--- config.mk ---
export PLATFORM = sky130hd
export DESIGN_NAME = vend_ctrl
export DESIGN_NICKNAME = d
export VERILOG_FILES = /design/src/rtl/vend_pkg.sv /design/src/rtl/vend_credit.sv /design/src/rtl/vend_sel_pick.sv /design/src/rtl/vend_fsm.sv /design/src/rtl/vend_ctrl.sv
export SDC_FILE = /design/constraint.sdc
export NUM_CORES = 1
export LEC_CHECK = 0
export ABC_CLOCK_PERIOD_IN_PS = 1320
export BUFFER_PORTS_ARGS = -buffer_cell sky130_fd_sc_hd__buf_2
export CELL_PAD_IN_SITES_DETAIL_PLACEMENT = 1
export CELL_PAD_IN_SITES_GLOBAL_PLACEMENT = 1
export CORE_AREA = 4 4 41 43
export CTS_CLUSTER_DIAMETER = 40
export CTS_CLUSTER_SIZE = 30
export DETAILED_ROUTE_END_ITERATION = 12
export DIE_AREA = 0 0 45 47
export GPL_TIMING_DRIVEN = 1
export PLACE_DENSITY = 0.68
export SETUP_SLACK_MARGIN = 0.2
export SLEW_MARGIN = 20
export SYNTH_ARGS = -nofsm -noshare
export SYNTH_HDL_FRONTEND = slang
export SYNTH_HIERARCHICAL = 1
export SYNTH_SLANG_ARGS = --single-unit
--- constraint.sdc ---
create_clock -name clk -period 1.32 [get_ports clk]
set_input_delay 0.264 -clock clk [delete_from_list [all_inputs] [get_ports clk]]
set_output_delay 0.264 -clock clk [all_outputs]
set_load 0.02 [all_outputs]
--- src/rtl/vend_pkg.sv ---
package vend_pkg;
  typedef enum logic [2:0] {
    ST_IDLE    = 3'd0,
    ST_COLLECT = 3'd1,
    ST_PAID    = 3'd2,
    ST_VEND    = 3'd3,
    ST_STUCK   = 3'd4
  } vend_state_t;
endpackage

--- src/rtl/vend_credit.sv ---
module vend_credit #(
  parameter int PRICE = 2
) (
  input  logic clk,
  input  logic rst_n,
  input  logic inc,
  input  logic clr,
  output logic last
);
  localparam int CW = (PRICE < 2) ? 1 : $clog2(PRICE);
  localparam logic [CW-1:0] LAST_VAL = CW'(PRICE - 1);

  logic [CW-1:0] count;

  always_ff @(posedge clk) begin
    if (!rst_n)      count <= '0;
    else if (clr)    count <= '0;
    else if (inc)    count <= count + 1'b1;
  end

  assign last = (count == LAST_VAL);
endmodule

--- src/rtl/vend_sel_pick.sv ---
module vend_sel_pick #(
  parameter int NPROD = 3
) (
  input  logic [NPROD-1:0] req,
  output logic [NPROD-1:0] grant
);
  logic [NPROD:0] seen;
  assign seen[0] = 1'b0;

  for (genvar i = 0; i < NPROD; i++) begin : g_pick
    assign grant[i]  = req[i] & ~seen[i];
    assign seen[i+1] = seen[i] | req[i];
  end
endmodule

--- src/rtl/vend_fsm.sv ---
module vend_fsm
  import vend_pkg::*;
#(
  parameter int NPROD = 3
) (
  input  logic             clk,
  input  logic             rst_n,
  input  logic             coin,
  input  logic [NPROD-1:0] grant,
  input  logic             taken,
  input  logic             jam,
  input  logic             clr,
  input  logic             cred_last,
  output logic             cred_inc,
  output logic             cred_clr,
  output vend_state_t      state,
  output logic [NPROD-1:0] disp
);
  vend_state_t      nxt;
  logic [NPROD-1:0] disp_n;

  always_comb begin
    nxt      = state;
    disp_n   = '0;
    cred_inc = 1'b0;
    cred_clr = 1'b0;
    if (jam) begin
      nxt      = ST_STUCK;
      cred_clr = 1'b1;
    end else begin
      case (state)
        ST_IDLE, ST_COLLECT: begin
          if (coin) begin
            if (cred_last) begin
              nxt      = ST_PAID;
              cred_clr = 1'b1;
            end else begin
              nxt      = ST_COLLECT;
              cred_inc = 1'b1;
            end
          end
        end
        ST_PAID: begin
          if (|grant) begin
            nxt    = ST_VEND;
            disp_n = grant;
          end
        end
        ST_VEND:  if (taken) nxt = ST_IDLE;
        ST_STUCK: if (clr)   nxt = ST_IDLE;
        default:  nxt = ST_IDLE;
      endcase
    end
  end

  always_ff @(posedge clk) begin
    if (!rst_n) begin
      state <= ST_IDLE;
      disp  <= '0;
    end else begin
      state <= nxt;
      disp  <= disp_n;
    end
  end
endmodule

--- src/rtl/vend_ctrl.sv ---
module vend_ctrl
  import vend_pkg::*;
#(
  parameter int NPROD = 3,
  parameter int PRICE = 2
) (
  input  logic             clk,
  input  logic             rst_n,
  input  logic             coin_i,
  input  logic [NPROD-1:0] sel_i,
  input  logic             taken_i,
  input  logic             jam_i,
  input  logic             clr_i,
  output logic [NPROD-1:0] disp_o,
  output logic             coin_en_o,
  output logic [2:0]       status_o
);
  logic [NPROD-1:0] grant;
  logic             cred_last, cred_inc, cred_clr;
  vend_state_t      state;

  vend_sel_pick #(.NPROD(NPROD)) u_pick (
    .req   (sel_i),
    .grant (grant)
  );

  vend_credit #(.PRICE(PRICE)) u_credit (
    .clk   (clk),
    .rst_n (rst_n),
    .inc   (cred_inc),
    .clr   (cred_clr),
    .last  (cred_last)
  );

  vend_fsm #(.NPROD(NPROD)) u_fsm (
    .clk       (clk),
    .rst_n     (rst_n),
    .coin      (coin_i),
    .grant     (grant),
    .taken     (taken_i),
    .jam       (jam_i),
    .clr       (clr_i),
    .cred_last (cred_last),
    .cred_inc  (cred_inc),
    .cred_clr  (cred_clr),
    .state     (state),
    .disp      (disp_o)
  );

  assign status_o  = state;
  assign coin_en_o = (state == ST_IDLE) || (state == ST_COLLECT);
endmodule

# After elaboration in Yosys (flattened, before gate mapping)
# Cells that the tools add are included.
[op_classes]
bitwise = 8
reduce_logical = 9
n_addsub = 1
n_eq_ne = 12
muxes = 15
[ops]
columns = ["op", "n"]
rows = [
  ["$mux 3", 5],
  ["$pmux 3 s4", 1],
  ["$ne 3x3->1 const B", 3],
  ["$mux 1", 8],
  ["$reduce_and 4->1", 2],
  ["$eq 3x2->1 const B", 2],
  ["$ne 2x2->1 const B", 3],
  ["$reduce_or 2->1", 3],
  ["$not 1->1", 5],
  ["$reduce_or 4->1", 1],
  ["$eq 3x1->1 const B", 1],
  ["$eq 3x3->1 const B", 1],
  ["$logic_not 3->1", 1],
  ["$ne 3x2->1 const B", 1],
  ["$reduce_or 3->1", 1],
  ["$and 1x1->1", 2],
  ["$mux 2", 1],
  ["$ne 2x1->1 const B", 1],
  ["$add 1x1->1 const B", 1],
  ["$logic_or 1x1->1", 1],
  ["$or 1x1->1", 1],
]
[totals]
output_inout_bits = 7
in_bits = 9
regBits = 7

# Depth between registers and ports, before layout
# Gate-level depths: netlist of the first run.
[depth]
depth_word = 7
depth_mapped = 4
depth_no_buf = 4

# By module
# The synthesis of the first run kept the hierarchy.
[modules_own_cells]
columns = ["mod", "area_each_um2", "seq_area_each_um2", "n_inst", "cells_per_inst"]
rows = [
  ["vend_fsm", 259.0, 120.1, 1, 25],
  ["vend_credit", 41.3, 20.0, 1, 3],
  ["vend_sel_pick", 26.3, 0.0, 1, 3],
  ["vend_ctrl", 3.8, 0.0, 1, 1],
]

# Least setup slack after synthesis of the first run
# Ideal clock, no wire load.
[synth_timing]
path_type = "register -> register"
start = "register u_fsm.state[2]"
end = "register u_fsm.disp[0]"
period_less_slack_ns = 1.248
required_time_ns = 1.261
n_path_buf = 0
arrival_ns = 1.188
path_stages_with_launch = 4
slack_ns = 0.072
path_cell_list = "dfxtp_1 -> or3b_4 -> nor3b_2 -> and2_1"
[synth_via]
elab_chain_len = 3
[synth_lines]
columns = ["item", "line_no", "text"]
rows = [
  ["start: declaration", "vend_fsm.sv:16", "output vend_state_t state,"],
  ["start signal: assignment", "vend_fsm.sv:61", "state <= nxt;"],
  ["$eq 3x2->1", "vend_fsm.sv:31", "case (state)"],
  ["$not 1->1 (no line)", "n/a", ""],
  ["$reduce_or 4->1 (no line)", "n/a", ""],
  ["end signal: assignment", "vend_fsm.sv:62", "disp <= disp_n;"],
  ["end: declaration", "vend_fsm.sv:17", "output logic [NPROD-1:0] disp"],
]
# Every way passes these cells.
# A chain may end at the register's enable or synchronous reset.

# Worst setup path after layout of the first run
[layout_timing]
start = "register u_fsm.state[2]"
end = "register u_fsm.disp[1]"
# The elaborated chain is that of the path after synthesis.

==> flow_summary.ini, run 1 <==
[synth]
syn_area_per_cell_um2 = 10.3
syn_nets = 41
ys_types = 19
ys_ff_latch = 7
synth.cell_area_um2 = 330
syn_inst = 32
synth_seq_area_share_pct = 42.4
synth.top_cell.area_share_pct = 42.4
synth.area.top_cells = dfxtp_1, nor3b_2, and2_1
yosys.area.top_type = dfxtp_1
synth_warnings = 6

[route]
totalWireLength_um = 886
vias = 311
via_per_inst = 4.57
drt_pass1_iterations = 1
ant_nets = 0
wire_per_inst_um = 13.0
drtIter0Drc = 0
drc = 0

[timing]
layout_worst_path_cycle_share_pct = 91.5
setup-violations-final = 0
period_minus_slack_ps = 1210
slew_viol_final = 0
whs_ps = 245
setup-tns-final_ps = 0
hold_violations = 0
slew_headroom_pct = 81.0
tightest_slew_ps = 281
rsz0062_at_grt = yes
clock_skew_ps = 5.26
setup_ws_ps = 112
timing.fmax_mhz = 828

[min_path]
hp-start = taken_i
min_to = u_fsm/state[1]$_SDFFE_PP0P_
hold_depth = 2
min_path_type = input pin to flop

[floorplan]
core_area_um2 = 1300
initial_utilization_pct = 25.4
die_w_um = 45
top_level_ports = 16
fp-row-count = 13
die_h_um = 47
die_area_um2 = 2120

[power_and_ir_drop]
p_switching_mw = 0.121
p_leak_nw = 0.210
p_sw_share_pct = 24.6
p_per_area_nw_per_um2 = 975
ir_drop_v = 0.000355
p_int_mw = 0.373
p_seq_share_pct = 45.3
clockPowerShare_pct = 38.7
combPwrFrac_pct = 16.0

[job]
cap_violations = 0

[global_routing]
grt_overflow = 0
grt_pass1_wl_um = 1250
grt_use_total_pct = 8.63
antenna_found_initial = 0
grt_max_degree = 10
grt_pass1_vias = 303

[cts]
clock-sinks = 7
hold_buffers = 0
clockBufferDepth = 2
cts_tree = done
cts_root_buffer = clkbuf_4
cts-buffers-inserted = 3
clk_pin_slew_ps = 50
clk_latency_ps = 250
htree_num_levels = 1

[finish]
n_antenna_cell = 0
layout-drive-gt1-share_pct = 56.6
final_cell_area_um2 = 507
fin_nets = 63
area_delta_synth_final_pct = 53.4
final_util_pct = 38.9
fillers = 156

[setup_path]
rr_endpoint = u_fsm/disp[1]$_SDFF_PP0_
ff2ff_setup_slack_ps = 110
path_max_fanout = 5
r2r_cells = 3
cp.required_ps = 1510
cp.arrival_ps = 1400
slowest_stage = or3b_4
worstSetupEndpointType = flop
worstSetupPathType = flop to flop
critPathMaxStageDelay_ps = 400
crit_chain = or3b_4 > nor3b_4 > and2_1
regToRegStartpoint = u_fsm/state[2]$_SDFFE_PN0P_
cp-start-kind = flop

[placed_design]
gp_congestion = 0.714
placed_area_um2 = 435
dp_slack_ps = 57.5
dp_hpwl_um = 616
port_buffers = 15

[outcome]
outcome = complete, no violations
-- worst max-delay path by stage --
| stage | from | endpoint | slack [ps] | depth (start not counted) |
|---|---|---|---|---|
| final | u_fsm/state[2]$_SDFFE_PN0P_ | u_fsm/disp[1]$_SDFF_PP0_ | 110 | 3 |
| after global routing | u_fsm/state[2]$_SDFFE_PN0P_ | u_fsm/disp[1]$_SDFF_PP0_ | 40 | 3 |
| after CTS | u_fsm/state[2]$_SDFFE_PN0P_ | u_fsm/disp[2]$_SDFF_PP0_ | 100 | 3 |
| after detailed placement | jam_i | u_fsm/disp[2]$_SDFF_PP0_ | 60 | 4 |
| after global placement | sel_i[1] | u_fsm/state[0]$_SDFFE_PP0P_ | 60 | 4 |
| after floorplan | u_fsm/state[2]$_SDFFE_PN0P_ | u_fsm/disp[0]$_SDFF_PP0_ | 180 | 3 |
-- through the flow --
stage / power (mW) / instances
floorplan: 0.263 / 32
global placement: 0.289 / 62
detailed placement: 0.289 / 62
CTS: 0.494 / 67
global route: 0.518 / 68
finish: 0.494 / 68
-- kinds of logic (layout without fill, tap and decap cells) --
| group | count (synthesis) | count (layout) | share of synthesized area [%] |
|---|---|---|---|
| xor gates and xnor gates | 1 | 1 | 2.65 |
| DFF | 7 | 7 | 42.4 |
| and+or+nand+nor | 17 | 17 | 38.6 |
| AOI/OAI and AO/OA | 6 | 6 | 14.0 |
| buffers and inverters | 1 | 22 | 2.27 |
-- state kept, by name, summed over array words and instances (netlist names) --
signal	flops
u_credit/last	1
u_fsm/state	3
u_fsm/disp	3
-- layout by cell type (no fill, tap or decap), drive strengths merged --
cell type   n
a311oi      1
a31oi       1
and2        3
buf        18
clkbuf      4
dfxtp       7
nand2       1
nand2b      2
nor2        2
nor2b       1
nor3b       4
nor4        1
nor4b       1
o21a        2
o21bai      1
o2bb2ai     1
or3b        1
or4         1
xnor2       1
-- final cells by class --
cell class                      count  area [µm²]  share of cell area [%]
Tap cell                           15        18.8                    3.70
Clock buffer                        4        26.3                    5.19
Sequential cell                     7         146                    28.9
Timing Repair Buffer               18         104                    20.5
Multi-Input combinational cell     24         211                    41.7
-- critical path, delay by kind of cell (launching register included) --
| kind | cells | cell delay (ps) |
|---|---|---|
| flip-flops | 1 | 350 |
| AND/OR/NAND/NOR | 3 | 800 |
-- power groups by stage --
stage	Sequential (mW)	Combinational, mW	Clock [mW]
2_1_floorplan	0.231	0.0316	0
3_3_place_gp	0.228	0.0605	0
3_5_place_dp	0.229	0.0608	0
4_1_cts	0.224	0.0679	0.203
5_1_grt	0.224	0.0856	0.209
6_report	0.224	0.0788	0.191
-- Yosys cell counts --
library cell  number
nor2_1             2
nor3b_2            3
nor4_1             1
nand2b_1           2
nor4b_1            1
a311oi_1           1
o2bb2ai_1          1
buf_4              1
nor2b_1            1
nor3b_1            1
xnor2_1            1
nand2_1            1
o21a_1             2
or4_1              1
o21bai_1           1
a31oi_1            1
and2_1             3
dfxtp_1            7
or3b_4             1
-- routing by layer --
metal	part of all wire, %	up-vias	track usage, %
li1	-	159	-
met4	1.6	0	7.02
met5	0	-	0
met2	50	12	13.3
met3	7.8	2	2.68
met1	40	138	9.84
-- timing repair --
action / in CTS / in global routing
buffers inserted: 1 / 1
endpoints found under the setup margin: 6 / 8
pin swaps: 0 / 3
gates cloned: 0 / 0
resized for setup: 3 / 4
Power figures use the tool's default switching activity.
==> run 2, diff against run 1 <==
- ABC_CLOCK_PERIOD_IN_PS: 1320 -> 1300
- SETUP_SLACK_MARGIN: 0.2 -> 0.3
- clock period: 1.32 -> 1.3 ns (I/O delays scaled with it)
==> run 2 against run 1 <==
Clock skew is 0.73 ps lower. Combinational power rose by 18%. Critical path depth is the same. Sequential cell count stayed put. Final cell count increased by 2.9%. Power increased by 5.9%. Worst hold slack got worse by 22 ps. Clock-buffer cell count unchanged. Worst setup slack worse by 32 ps. Sequential share of layout area fell by 2.7 points. Sequential power about the same.
==> flow_summary.ini, run 2 (synthesized netlist as in run 1, its figures left out) <==
[setup_path]
cp.required_ps = 1480
critPathMaxStageDelay_ps = 390
cp-start-kind = flop
cp.arrival_ps = 1400
slowest_stage = or3b_4
crit_family = simple AND/OR/NAND/NOR gates
path_max_fanout = 6
worstSetupPathType = flop to flop
path_buf_inv = 0
worstSetupEndpointType = flop
crit_chain = or3b_4 > nor3b_4 > o2bb2ai_1

[route]
drc = 0
drt_pass1_iterations = 4
drtIter0Drc = 1
totalWireLength_um = 873
vias = 327
via_per_inst = 4.67
wire_per_inst_um = 12.5
ant_nets = 0

[cts]
clock-sinks = 7
cts-buffers-inserted = 3
htree_num_levels = 1
cts_root_buffer = clkbuf_4
clk_pin_slew_ps = 60
clockBufferDepth = 2
hold_buffers = 0
clk_latency_ps = 250
cts_tree = done

[floorplan]
die_h_um = 47
top_level_ports = 16
die_area_um2 = 2120
core_area_um2 = 1300
die_w_um = 45
initial_utilization_pct = 25.4
fp-row-count = 13

[timing]
slew_viol_final = 0
setup_ws_ps = 79.8
clock_skew_ps = 4.53
hold_violations = 0
timing.fmax_mhz = 820
slew_headroom_pct = 82.9
period_minus_slack_ps = 1220
setup-tns-final_ps = 0
layout_worst_path_cycle_share_pct = 93.9
tightest_slew_ps = 256
rsz0062_at_grt = yes
setup-violations-final = 0

[finish]
area_delta_synth_final_pct = 70.8
fin_cells = 70
fin_nets = 65
n_antenna_cell = 0
final_cell_area_um2 = 564
layout-drive-gt1-share_pct = 60.0
final_cell_mix = buf_2, buf_4, dfxtp_1
mostFrequentLayoutCell = buf_2

[job]
cap_violations = 0

[power_and_ir_drop]
p_sw_share_pct = 25.7
p_leak_nw = 0.227
ir_drop_v = 0.000424
p_int_mw = 0.389
combPwrFrac_pct = 17.8
p_switching_mw = 0.135
clockPowerShare_pct = 39.0
p_per_area_nw_per_um2 = 927
p_seq_share_pct = 43.2

[placed_design]
dp_hpwl_um = 607
dpl.cell_count = 62
placed_area_um2 = 445
dp_slack_ps = 38.8
port_buffers = 15
gp_congestion = 0.603

[global_routing]
grt_max_degree = 9
grt_use_total_pct = 10.2
grt_pass1_wl_um = 1490
antenna_found_initial = 0
grt_pass1_vias = 363
grt_overflow = 0

[min_path]
min_path_type = input pin to flop

[outcome]
outcome = complete, no violations
[run 2: through the flow]
| stage | total power, mW | util [%] | hold slack (ps) |
|---|---|---|---|
| after detailed placement | 0.295 | 34.2 | 478 |
| after floorplan | 0.266 | - | 365 |
| after global routing | 0.556 | 43.4 | 229 |
| after CTS | 0.506 | 38.6 | 210 |
| after global placement | 0.294 | 34.2 | 492 |
| final | 0.523 | 43.4 | 223 |
[run 2: final timing paths]
kind | startpoint | endpoint | cells after the start | slack [ps]
min reg2reg | u_fsm/state[0]$_SDFFE_PP0P_ | u_fsm/state[1]$_SDFFE_PP0P_ | 1 | 610
min | taken_i | u_fsm/state[1]$_SDFFE_PP0P_ | 2 | 220
max reg2reg | u_fsm/state[2]$_SDFFE_PN0P_ | u_fsm/state[0]$_SDFFE_PP0P_ | 3 | 80
max | u_fsm/state[2]$_SDFFE_PN0P_ | u_fsm/state[0]$_SDFFE_PP0P_ | 3 | 80
[run 2: final cells by class]
class / count / area, µm²
fill: 164 / 737
tap: 15 / 18.8
timing repair buffer: 20 / 146
sequential: 7 / 148
multi-input combinational: 24 / 225
clock buffer: 4 / 26.3
[run 2: metal layers]
| layer | wire (µm) | global-route usage, % |
|---|---|---|
| met1 | 375 | 11.7 |
| met2 | 444 | 16.1 |
| met3 | 49 | 2.30 |
| met4 | 4 | 8.77 |
| met5 | 0 | 0 |
[run 2: power groups by stage]
| stage | logic [mW] | registers (mW) | clock network (mW) |
|---|---|---|---|
| after floorplan | 0.0335 | 0.233 | 0 |
| after global placement | 0.0640 | 0.230 | 0 |
| after detailed placement | 0.0646 | 0.230 | 0 |
| after CTS | 0.0702 | 0.226 | 0.211 |
| after global routing | 0.101 | 0.227 | 0.228 |
| final | 0.0931 | 0.226 | 0.204 |
[run 2: what timing repair did]
item	4_1_cts	5_1_grt
pin swaps	3	4
setup buffers	2	2
endpoints found under the setup margin	10	12
resized for setup	4	8
